$ cat config.mk
export PLATFORM = sky130hd
export DESIGN_NAME = pkt_stats
export DESIGN_NICKNAME = d
export VERILOG_FILES = /design/src/rtl/pkt_stats_pkg.sv /design/src/rtl/pkt_stats_ctr.sv /design/src/rtl/pkt_stats_dir.sv /design/src/rtl/pkt_stats_ctl.sv /design/src/rtl/pkt_stats_rd.sv /design/src/rtl/pkt_stats.sv
export SDC_FILE = /design/constraint.sdc
export NUM_CORES = 2
export LEC_CHECK = 0
export BUFFER_PORTS_ARGS = -buffer_cell sky130_fd_sc_hd__buf_4
export CORE_MARGIN = 10
export CORE_UTILIZATION = 40
export DETAILED_ROUTE_END_ITERATION = 16
export PLACE_DENSITY = 0.64
export SLEW_MARGIN = 20
export SYNTH_ARGS = -nofsm -noshare
export SYNTH_HDL_FRONTEND = slang
export SYNTH_SLANG_ARGS = --single-unit
export TNS_END_PERCENT = 30
$ cat constraint.sdc
create_clock -name clk -period 2.95 [get_ports clk]
set_input_delay 0.295 -clock clk [delete_from_list [all_inputs] [get_ports clk]]
set_output_delay 0.295 -clock clk [all_outputs]
set_load 0.03 [all_outputs]
$ cat src/rtl/pkt_stats_pkg.sv
package pkt_stats_pkg;

    localparam int NUM_DIR       = 2;
    localparam int STATS_PER_DIR = 3;
    localparam int NUM_STATS     = NUM_DIR * STATS_PER_DIR;

    localparam logic [31:0] STAT_BASE = 32'h20;
    localparam int          SLOT_SPAN = 8;

    localparam int          CMD_W    = 3;
    localparam int          SNAP_BIT = 6;
    localparam int          CLR_BIT  = 7;
    localparam logic [2:0]  CMD_STOP = 3'b100;

    typedef enum logic [1:0] {
        EV_SOP = 2'd0,
        EV_EOP = 2'd1,
        EV_ERR = 2'd2
    } ev_kind_t;

    typedef struct packed {
        logic sop;
        logic eop;
        logic err;
    } ev_strobe_t;

    typedef struct packed {
        logic [CMD_W-1:0] cmd;
        logic             snap;
    } ctrl_t;

    typedef struct packed {
        logic       hit;
        logic [2:0] slot;
        logic       hi;
    } stat_sel_t;

    // Map a byte offset onto a counter slot and word half.
    function automatic stat_sel_t decode_stat(input logic [31:0] ofs);
        stat_sel_t  s;
        logic [31:0] rel;
        rel    = ofs - STAT_BASE;
        s.hit  = (ofs >= STAT_BASE) &&
                 (rel < 32'(NUM_STATS * SLOT_SPAN)) &&
                 (ofs[1:0] == 2'b00);
        s.slot = rel[5:3];
        s.hi   = rel[2];
        return s;
    endfunction

endpackage

$ cat src/rtl/pkt_stats_ctr.sv
module pkt_stats_ctr #(
    parameter int CNT_W = 64
) (
    input  logic             clk,
    input  logic             rst,
    input  logic             clr,
    input  logic             take,
    input  logic             inc,
    output logic [CNT_W-1:0] live,
    output logic [CNT_W-1:0] shadow
);

    always_ff @(posedge clk) begin
        if (rst || clr) begin
            live <= '0;
        end else if (inc) begin
            live <= live + CNT_W'(1);
        end
    end

    // The copy takes the count as it stood before the capturing edge.
    always_ff @(posedge clk) begin
        if (rst || clr) begin
            shadow <= '0;
        end else if (take) begin
            shadow <= live;
        end
    end

endmodule

$ cat src/rtl/pkt_stats_dir.sv
module pkt_stats_dir
    import pkt_stats_pkg::*;
#(
    parameter int CNT_W = 64
) (
    input  logic                                clk,
    input  logic                                rst,
    input  logic                                clr,
    input  logic                                take,
    input  ev_strobe_t                          ev,
    output logic [STATS_PER_DIR-1:0][CNT_W-1:0] live,
    output logic [STATS_PER_DIR-1:0][CNT_W-1:0] shadow
);

    logic [STATS_PER_DIR-1:0] inc;

    always_comb begin
        inc         = '0;
        inc[EV_SOP] = ev.sop;
        inc[EV_EOP] = ev.eop;
        inc[EV_ERR] = ev.eop && ev.err;
    end

    for (genvar k = 0; k < STATS_PER_DIR; k++) begin : g_ctr
        pkt_stats_ctr #(.CNT_W(CNT_W)) u_ctr (
            .clk    (clk),
            .rst    (rst),
            .clr    (clr),
            .take   (take),
            .inc    (inc[k]),
            .live   (live[k]),
            .shadow (shadow[k])
        );
    end

endmodule

$ cat src/rtl/pkt_stats_ctl.sv
module pkt_stats_ctl
    import pkt_stats_pkg::*;
#(
    parameter int WORD_W = 32,
    parameter int ADDR_W = 8
) (
    input  logic              clk,
    input  logic              rst,
    input  logic              wr_en,
    input  logic [ADDR_W-1:0] addr,
    input  logic [WORD_W-1:0] wdata,
    output ctrl_t             ctrl,
    output logic              clr,
    output logic              take
);

    logic ctrl_wr;
    logic unused_wbits;

    assign ctrl_wr      = wr_en && (addr == '0);
    assign clr          = ctrl_wr && wdata[CLR_BIT];
    assign take         = ctrl_wr && wdata[SNAP_BIT] && !ctrl.snap;
    assign unused_wbits = ^wdata;

    always_ff @(posedge clk) begin
        if (rst) begin
            ctrl <= '0;
        end else if (ctrl_wr) begin
            ctrl.cmd  <= wdata[CMD_W-1:0];
            ctrl.snap <= wdata[SNAP_BIT];
        end
    end

endmodule

$ cat src/rtl/pkt_stats_rd.sv
module pkt_stats_rd
    import pkt_stats_pkg::*;
#(
    parameter int WORD_W = 32,
    parameter int ADDR_W = 8,
    parameter int CNT_W  = 2 * WORD_W
) (
    input  logic                            clk,
    input  logic                            rst,
    input  logic                            rd_en,
    input  logic [ADDR_W-1:0]               addr,
    input  ctrl_t                           ctrl,
    input  logic [NUM_STATS-1:0][CNT_W-1:0] live,
    input  logic [NUM_STATS-1:0][CNT_W-1:0] shadow,
    output logic [WORD_W-1:0]               rdata,
    output logic                            rdata_valid
);

    stat_sel_t          sel;
    logic [CNT_W-1:0]   src;
    logic [WORD_W-1:0]  word;

    always_comb begin
        sel = decode_stat(32'(addr));
        src = '0;
        for (int k = 0; k < NUM_STATS; k++) begin
            if (sel.slot == 3'(k)) begin
                src = ctrl.snap ? shadow[k] : live[k];
            end
        end
        word = '0;
        if (addr == '0) begin
            word[CMD_W-1:0] = ctrl.cmd;
            word[SNAP_BIT]  = ctrl.snap;
        end else if (sel.hit) begin
            word = sel.hi ? src[CNT_W-1:WORD_W] : src[WORD_W-1:0];
        end
    end

    always_ff @(posedge clk) begin
        if (rst) begin
            rdata       <= '0;
            rdata_valid <= 1'b0;
        end else begin
            rdata_valid <= rd_en;
            if (rd_en) begin
                rdata <= word;
            end
        end
    end

endmodule

$ cat src/rtl/pkt_stats.sv
module pkt_stats
    import pkt_stats_pkg::*;
#(
    parameter int WORD_W = 32,
    parameter int ADDR_W = 8
) (
    input  logic              clk,
    input  logic              rst,
    input  logic              wr_en,
    input  logic              rd_en,
    input  logic [ADDR_W-1:0] addr,
    input  logic [WORD_W-1:0] wdata,
    output logic [WORD_W-1:0] rdata,
    output logic              rdata_valid,
    input  logic              tx_sop,
    input  logic              tx_eop,
    input  logic              tx_err,
    input  logic              rx_sop,
    input  logic              rx_eop,
    input  logic              rx_err,
    output logic [2:0]        gen_cmd,
    output logic              gen_stop
);

    localparam int CNT_W = 2 * WORD_W;

    ctrl_t                           ctrl_q;
    logic                            ctl_clr;
    logic                            ctl_take;
    ev_strobe_t [NUM_DIR-1:0]        ev;
    logic [NUM_STATS-1:0][CNT_W-1:0] live_cnt;
    logic [NUM_STATS-1:0][CNT_W-1:0] snap_cnt;

    assign ev[0] = '{sop: tx_sop, eop: tx_eop, err: tx_err};
    assign ev[1] = '{sop: rx_sop, eop: rx_eop, err: rx_err};

    pkt_stats_ctl #(.WORD_W(WORD_W), .ADDR_W(ADDR_W)) u_ctl (
        .clk   (clk),
        .rst   (rst),
        .wr_en (wr_en),
        .addr  (addr),
        .wdata (wdata),
        .ctrl  (ctrl_q),
        .clr   (ctl_clr),
        .take  (ctl_take)
    );

    for (genvar d = 0; d < NUM_DIR; d++) begin : g_dir
        pkt_stats_dir #(.CNT_W(CNT_W)) u_dir (
            .clk    (clk),
            .rst    (rst),
            .clr    (ctl_clr),
            .take   (ctl_take),
            .ev     (ev[d]),
            .live   (live_cnt[d*STATS_PER_DIR +: STATS_PER_DIR]),
            .shadow (snap_cnt[d*STATS_PER_DIR +: STATS_PER_DIR])
        );
    end

    pkt_stats_rd #(.WORD_W(WORD_W), .ADDR_W(ADDR_W), .CNT_W(CNT_W)) u_rd (
        .clk         (clk),
        .rst         (rst),
        .rd_en       (rd_en),
        .addr        (addr),
        .ctrl        (ctrl_q),
        .live        (live_cnt),
        .shadow      (snap_cnt),
        .rdata       (rdata),
        .rdata_valid (rdata_valid)
    );

    assign gen_cmd  = ctrl_q.cmd;
    assign gen_stop = (ctrl_q.cmd == CMD_STOP);

endmodule

# [After elaboration in Yosys (flattened, before gate mapping)]
# Cells that the tools add are included.
[totals] wordCells=62 ff_bits=805 output_inout_bits=37 in_bits=50
[classes] reduce_logical=13 addsub=7 n_eq_ne=6 order_cmp=2 n_mux=18
[op_table] operator="64-bit 2-to-1 mux" count=12
[op_table] operator="64-bit by 1-bit adder with 64-bit output, second input constant" count=6
[op_table] operator="32-bit 2-to-1 mux" count=2
[op_table] operator="32-bit by 6-bit less-than comparator with 1-bit output, second input constant" count=1
[op_table] operator="25-bit 2-to-1 mux" count=1
[op_table] operator="3-bit == test, second input constant" count=3
[op_table] operator="8-bit by 6-bit subtractor with 9-bit output, second input constant" count=1
[op_table] operator="8-bit by 6-bit greater-or-equal comparator with 1-bit output, second input constant" count=1
[op_table] operator="1-bit logical AND" count=8
[op_table] operator="8-bit zero test" count=1
[op_table] operator="3-bit by 2-bit == test with 1-bit output, second input constant" count=2
[op_table] operator="3-bit 2-to-1 mux" count=2
[op_table] operator="3-bit by 1-bit == test with 1-bit output, second input constant" count=1
[op_table] operator="3-bit zero test" count=1
[op_table] operator="2-bit zero test" count=1
[op_table] operator="1-bit zero test" count=1
[op_table] operator="1-bit logical OR" count=1
[op_table] operator="1-bit 2-to-1 mux" count=1

# [Logic depth before layout (Yosys ltp)]
[logic_depth] ltp_word=11 ltp_mapped=10 depth_no_buf=7

# [By module]
# From an unflattened synthesis, not the netlist that was laid out.
[unflattened] cells_unflattened=4690 area_unflattened_um2=40792.9
[modules_own_cells] module="pkt_stats_ctr" area_each_um2=5371.4 cells_each=592 instances=6
[modules_own_cells] module="pkt_stats_rd" area_each_um2=8313.0 cells_each=1114 instances=1
[modules_own_cells] module="pkt_stats_ctl" area_each_um2=226.5 cells_each=21 instances=1
[modules_own_cells] module="pkt_stats" area_each_um2=12.5 cells_each=1 instances=1
[modules_own_cells] module="pkt_stats_dir" area_each_um2=6.3 cells_each=1 instances=2

# [Worst setup path before layout]
# Ideal clock, no wire load.
[synth_timing] kind="reg2reg" startpoint="reg g_dir[1].u_dir.g_ctr[0].u_ctr.live[11]" endpoint="reg g_dir[1].u_dir.g_ctr[0].u_ctr.live[62]" arrival_time_ns=2.469 path_buffers=4 period_less_slack_ns=2.539 setup_ns=0.070 path_stages_with_launch=10 path_slack_ns=0.411 required_time_ns=2.880 path_cell_list="dfxtp_1 -> buf_2 -> nand4_1 -> or4_1 -> buf_2 -> or4b_1 -> buf_2 -> buf_6 -> or4_1 -> a21oi_1"
[synth_via] elab_chain_len=1
[synth_rtl] element="start: declaration" line="pkt_stats_ctr.sv:9" text="output logic [CNT_W-1:0] live,"
[synth_rtl] element="start signal: assignment" line="pkt_stats_ctr.sv:17" text="live <= live + CNT_W'(1);"
[synth_rtl] element="64-bit by 1-bit adder with 64-bit output" line="pkt_stats_ctr.sv:17"
# No other way between the ends.
# A chain may end at the register's enable or synchronous reset.

# [Worst setup path after layout]
[layout_timing] startpoint="reg g_dir[1].u_dir.g_ctr[0].u_ctr.live[0]" endpoint="reg g_dir[1].u_dir.g_ctr[0].u_ctr.live[52]"
# The elaborated chain is that of the path after synthesis.

==> out/metrics.yaml <==
coreArea_mm2: 0.09685
final_cell_mix: "sky130_fd_sc_hd__nand2_1, sky130_fd_sc_hd__dfxtp_1, sky130_fd_sc_hd__a21oi_1, sky130_fd_sc_hd__mux2i_1, sky130_fd_sc_hd__nor2_1"
routedWlPerCell_um: 20.02
synth_area_per_cell_um2: 8.081
sequentialPowerShare_pct: 48.8
die_h_um: 332.6
worst_slew_pin_slew_ps: 1061
yosysSeqAreaShare_pct: 41.22
final_common_cell: "sky130_fd_sc_hd__nand2_1"
timing.critical_path.cells: "ha_1, nand3_1, or2_2, or4b_1, buf_12, or4_1, a21oi_1"
dpl.hpwl_mm: 85.89
vias_in_the_first_global_route: 31770
arrival_ps: 3240
skew_ps: 25.91
crit_path_start: "g_dir[1].u_dir.g_ctr[0].u_ctr.live[0]"
clock_path_buffers: 3
finalSetupViolations: 0
postLayoutCoreUtil_pct: 46.12
timing.hold.worst.start: "rst"
die_area_mm2: 0.1106
timing_worst_setup_path_type: "reg2reg"
total_negative_slack_for_setup_checks_ps: 0
critPathRequiredTime_ps: 3540
cts.sink_count: 805
final.min_clock_period_ps: 2647
post_route_drc_violation_count: 0
critPathSlowestCell: "sky130_fd_sc_hd__or4b_1"
hold_violations: 0
synth-main-ff-cell: "sky130_fd_sc_hd__dfxtp_1"
cap_violations: 0
gp_congestion: 0.9137
route.final.wire_length_mm: 123.4
clk_pin_slew_worst_paths_ps: 60
timing.critical_path.fanout_max: 26
worst-r2r-setup-slack_ps: 300
peakVddDrop_v: 0.0005112
cell_internal_pwr_uw: 17220
swShare_pct: 23.23
vias: 35720
num_rows: 114
cpPeakStageDelay_ps: 580
worstReg2RegStart: "g_dir[1].u_dir.g_ctr[0].u_ctr.live[0]"
final_nets: 4887
warnings_from_yosys: 0
synthCells: 4838
power_per_cell_area_mw_per_mm2: 502.2
synth_nets: 4896
post_synth_instance_area_mm2: 0.03909
worstSkewPairLatency_ps: 650
layout.filler_cells: 9300
share_clk_of_total_power_pct: 47.3
inserted_clock_buffers: 87
netSwitchingPower_uw: 5212
grtUsageTotal_pct: 21.17
synth_async_sr_flop_share_pct: 0
worstSetupEndpointType: "register"
cts_resized: 0
layout_worst_path_cycle_share_pct: 89.73
ys_ff_latch: 805
reg2reg_to: "g_dir[1].u_dir.g_ctr[0].u_ctr.live[52]"
min-delay-path-class: "in2reg"
start_kind: "register"
cts_tree: "built"
globalRouteOverflowTotal: 0
wire_length_of_the_first_global_routing_pass_mm: 190.0
cellLeakagePower_uw: 0.01307
ctsRootBufferMaster: "sky130_fd_sc_hd__clkbuf_16"
slew_viol_final: 0
ios: 87
start_util_pct: 40.37
die_w_um: 332.6
worst_slew_margin_rel_pct: 29.26
pwr-share-comb_pct: 3.9
synth-edff-count: 0
hold_end: "u_ctl.ctrl[2]"
fmax_mhz: 377.8
unrepaired_setup_endpoints_after_global_routing: "false"
drt_first_pass_iters: 5
timing.hold.worst_path_depth: 2
reg2regPathDepth: 7
drt_first_iter_violations: 3792
yosys.cell_types.count: 64
cts-htree-levels: 3
final_layout_size_suffix_gt1_share_pct: 8.673
grt_max_degree: 202
remaining_antenna_violation_count_after_routing: 0
areaGrowthSynthToFinish_pct: 14.26
port_buffers: 59
status: "complete, no violations"
grt_antenna_before_repair: 4
antenna-diode-count: 0
vias_per_cell: 5.794
-- synthesized netlist by cell type, types with 3 or more instances --
| master | count | area share [%] |
|---|---|---|
| sky130_fd_sc_hd__nand4_1 | 125 | 2.0 |
| sky130_fd_sc_hd__a311oi_1 | 31 | 0.69 |
| sky130_fd_sc_hd__and2_1 | 14 | 0.22 |
| sky130_fd_sc_hd__o31a_1 | 5 | 0.11 |
| sky130_fd_sc_hd__and4_1 | 43 | 0.96 |
| sky130_fd_sc_hd__inv_1 | 54 | 0.52 |
| sky130_fd_sc_hd__ha_1 | 8 | 0.26 |
| sky130_fd_sc_hd__nand2b_1 | 9 | 0.14 |
| sky130_fd_sc_hd__xor2_1 | 81 | 1.8 |
| sky130_fd_sc_hd__clkbuf_1 | 219 | 2.1 |
| sky130_fd_sc_hd__o21a_1 | 5 | 0.096 |
| sky130_fd_sc_hd__dfxtp_1 | 805 | 41 |
| sky130_fd_sc_hd__or4_1 | 114 | 2.2 |
| sky130_fd_sc_hd__xnor2_1 | 117 | 2.6 |
| sky130_fd_sc_hd__o21ai_0 | 123 | 1.6 |
| sky130_fd_sc_hd__nand4b_1 | 3 | 0.067 |
| sky130_fd_sc_hd__mux4_2 | 3 | 0.17 |
| sky130_fd_sc_hd__nand2_1 | 959 | 9.2 |
| sky130_fd_sc_hd__mux2i_1 | 385 | 9.9 |
| sky130_fd_sc_hd__nor2_1 | 279 | 2.7 |
| sky130_fd_sc_hd__buf_1 | 33 | 0.32 |
| sky130_fd_sc_hd__or3_1 | 69 | 1.1 |
| sky130_fd_sc_hd__nand3b_1 | 4 | 0.077 |
| sky130_fd_sc_hd__a21oi_1 | 545 | 7.0 |
| sky130_fd_sc_hd__buf_4 | 3 | 0.058 |
| sky130_fd_sc_hd__a211o_1 | 60 | 1.3 |
| sky130_fd_sc_hd__nor3_1 | 43 | 0.55 |
| sky130_fd_sc_hd__and3_1 | 39 | 0.62 |
| sky130_fd_sc_hd__or2_2 | 16 | 0.26 |
| sky130_fd_sc_hd__nor4_1 | 65 | 1.0 |
| sky130_fd_sc_hd__buf_2 | 121 | 1.5 |
| sky130_fd_sc_hd__nand3_1 | 153 | 2.0 |
| sky130_fd_sc_hd__a211oi_1 | 31 | 0.60 |
| sky130_fd_sc_hd__o211ai_1 | 13 | 0.25 |
| sky130_fd_sc_hd__a41oi_1 | 4 | 0.090 |
| sky130_fd_sc_hd__o31ai_1 | 96 | 1.8 |
| sky130_fd_sc_hd__o22ai_1 | 123 | 2.0 |
| sky130_fd_sc_hd__nor4b_1 | 4 | 0.090 |
-- how the worst max path moves through the flow --
stage                                                           to  slack [ps]  cells past startpoint
after detailed placement  g_dir[1].u_dir.g_ctr[0].u_ctr.shadow[38]         170                      8
after floorplan             g_dir[1].u_dir.g_ctr[0].u_ctr.live[62]         410                      9
final                       g_dir[1].u_dir.g_ctr[0].u_ctr.live[52]         300                      7
after CTS                   g_dir[1].u_dir.g_ctr[0].u_ctr.live[52]         330                      7
after global placement    g_dir[1].u_dir.g_ctr[0].u_ctr.shadow[37]         200                      8
after global routing        g_dir[1].u_dir.g_ctr[0].u_ctr.live[52]         170                      6
-- cell type report --
cell class              instances  area (um2)  area share (%)
well taps                    1276        1597           3.574
inverters                      56       210.2          0.4706
flip-flops and latches        805       16120           36.08
clock buffers                 133        2511           5.622
repair buffers                279        2800           6.269
multi-input cells            3600       21240           47.55
clock inverters                16       190.2          0.4257
-- worst max-delay path, delay by kind of cell, from the launching register on --
kind,cells,cell delay (ps)
buf+inv,1,190
simple gates,4,1590
fa+ha+maj,1,220
flops,1,410
compound gates,1,140
-- power by group through the flow --
| stage | clock (uW) | sequential [uW] | combinational, uW |
|---|---|---|---|
| floorplan | 0 | 11200 | 411 |
| global placement | 0 | 11200 | 836 |
| detailed placement | 0 | 11200 | 838 |
| CTS | 10800 | 11000 | 855 |
| global route | 11200 | 11000 | 915 |
| finish | 10600 | 11000 | 867 |
-- logic make-up (layout without fill, tap and decap cells) --
kind of cell               after synthesis  count (layout)  synth area share [%]
AOI/OAI and AO/OA                     1051            1051                 15.88
xor gates and xnor gates               198             198                 4.436
adders and majority gates                8               8                0.2560
buffers and inverters                  433             484                 4.593
DFF                                    805             805                 41.22
muxes                                  390             390                 10.09
and+or+nand+nor                       1953            1953                 23.53
-- what timing repair did --
| item | in CTS | in global routing |
|---|---|---|
| hold buffers | 12 | 0 |
| endpoints found under the hold margin | 14 | 0 |
| buffers inserted | 0 | 0 |
-- stage by stage --
step,instance area (um2),hold slack (ps),std cells,setup WS [ps],total power [uW]
2_1_floorplan,39100,431.7,4838,411.4,11630
3_3_place_gp,41850,437.9,6004,202.0,12030
3_5_place_dp,41850,442.9,6004,168.0,12030
4_1_cts,44670,52.39,6165,330.9,22580
5_1_grt,44670,88.84,6165,167.7,23060
6_report,44670,72.06,6165,303.1,22430
-- state kept, by name (all words and copies together), names as in the netlist --
signal                          flops
u_rd.rdata                         32
g_dir.u_dir.g_ctr.u_ctr.shadow    384
g_dir.u_dir.g_ctr.u_ctr.live      384
u_ctl.ctrl                          4
u_rd.rdata_valid                    1
-- routing by layer --
layer  GRT usage, %  up-vias  part of all wire [%]
met1          29.41    17190                    45
met2          33.16     1054                    45
met4          7.884        4                   3.8
li1               -    17260                     -
met5              0        -                 0.019
met3          2.768      214                   6.1
No activity file was read; power rests on OpenSTA's default activity.
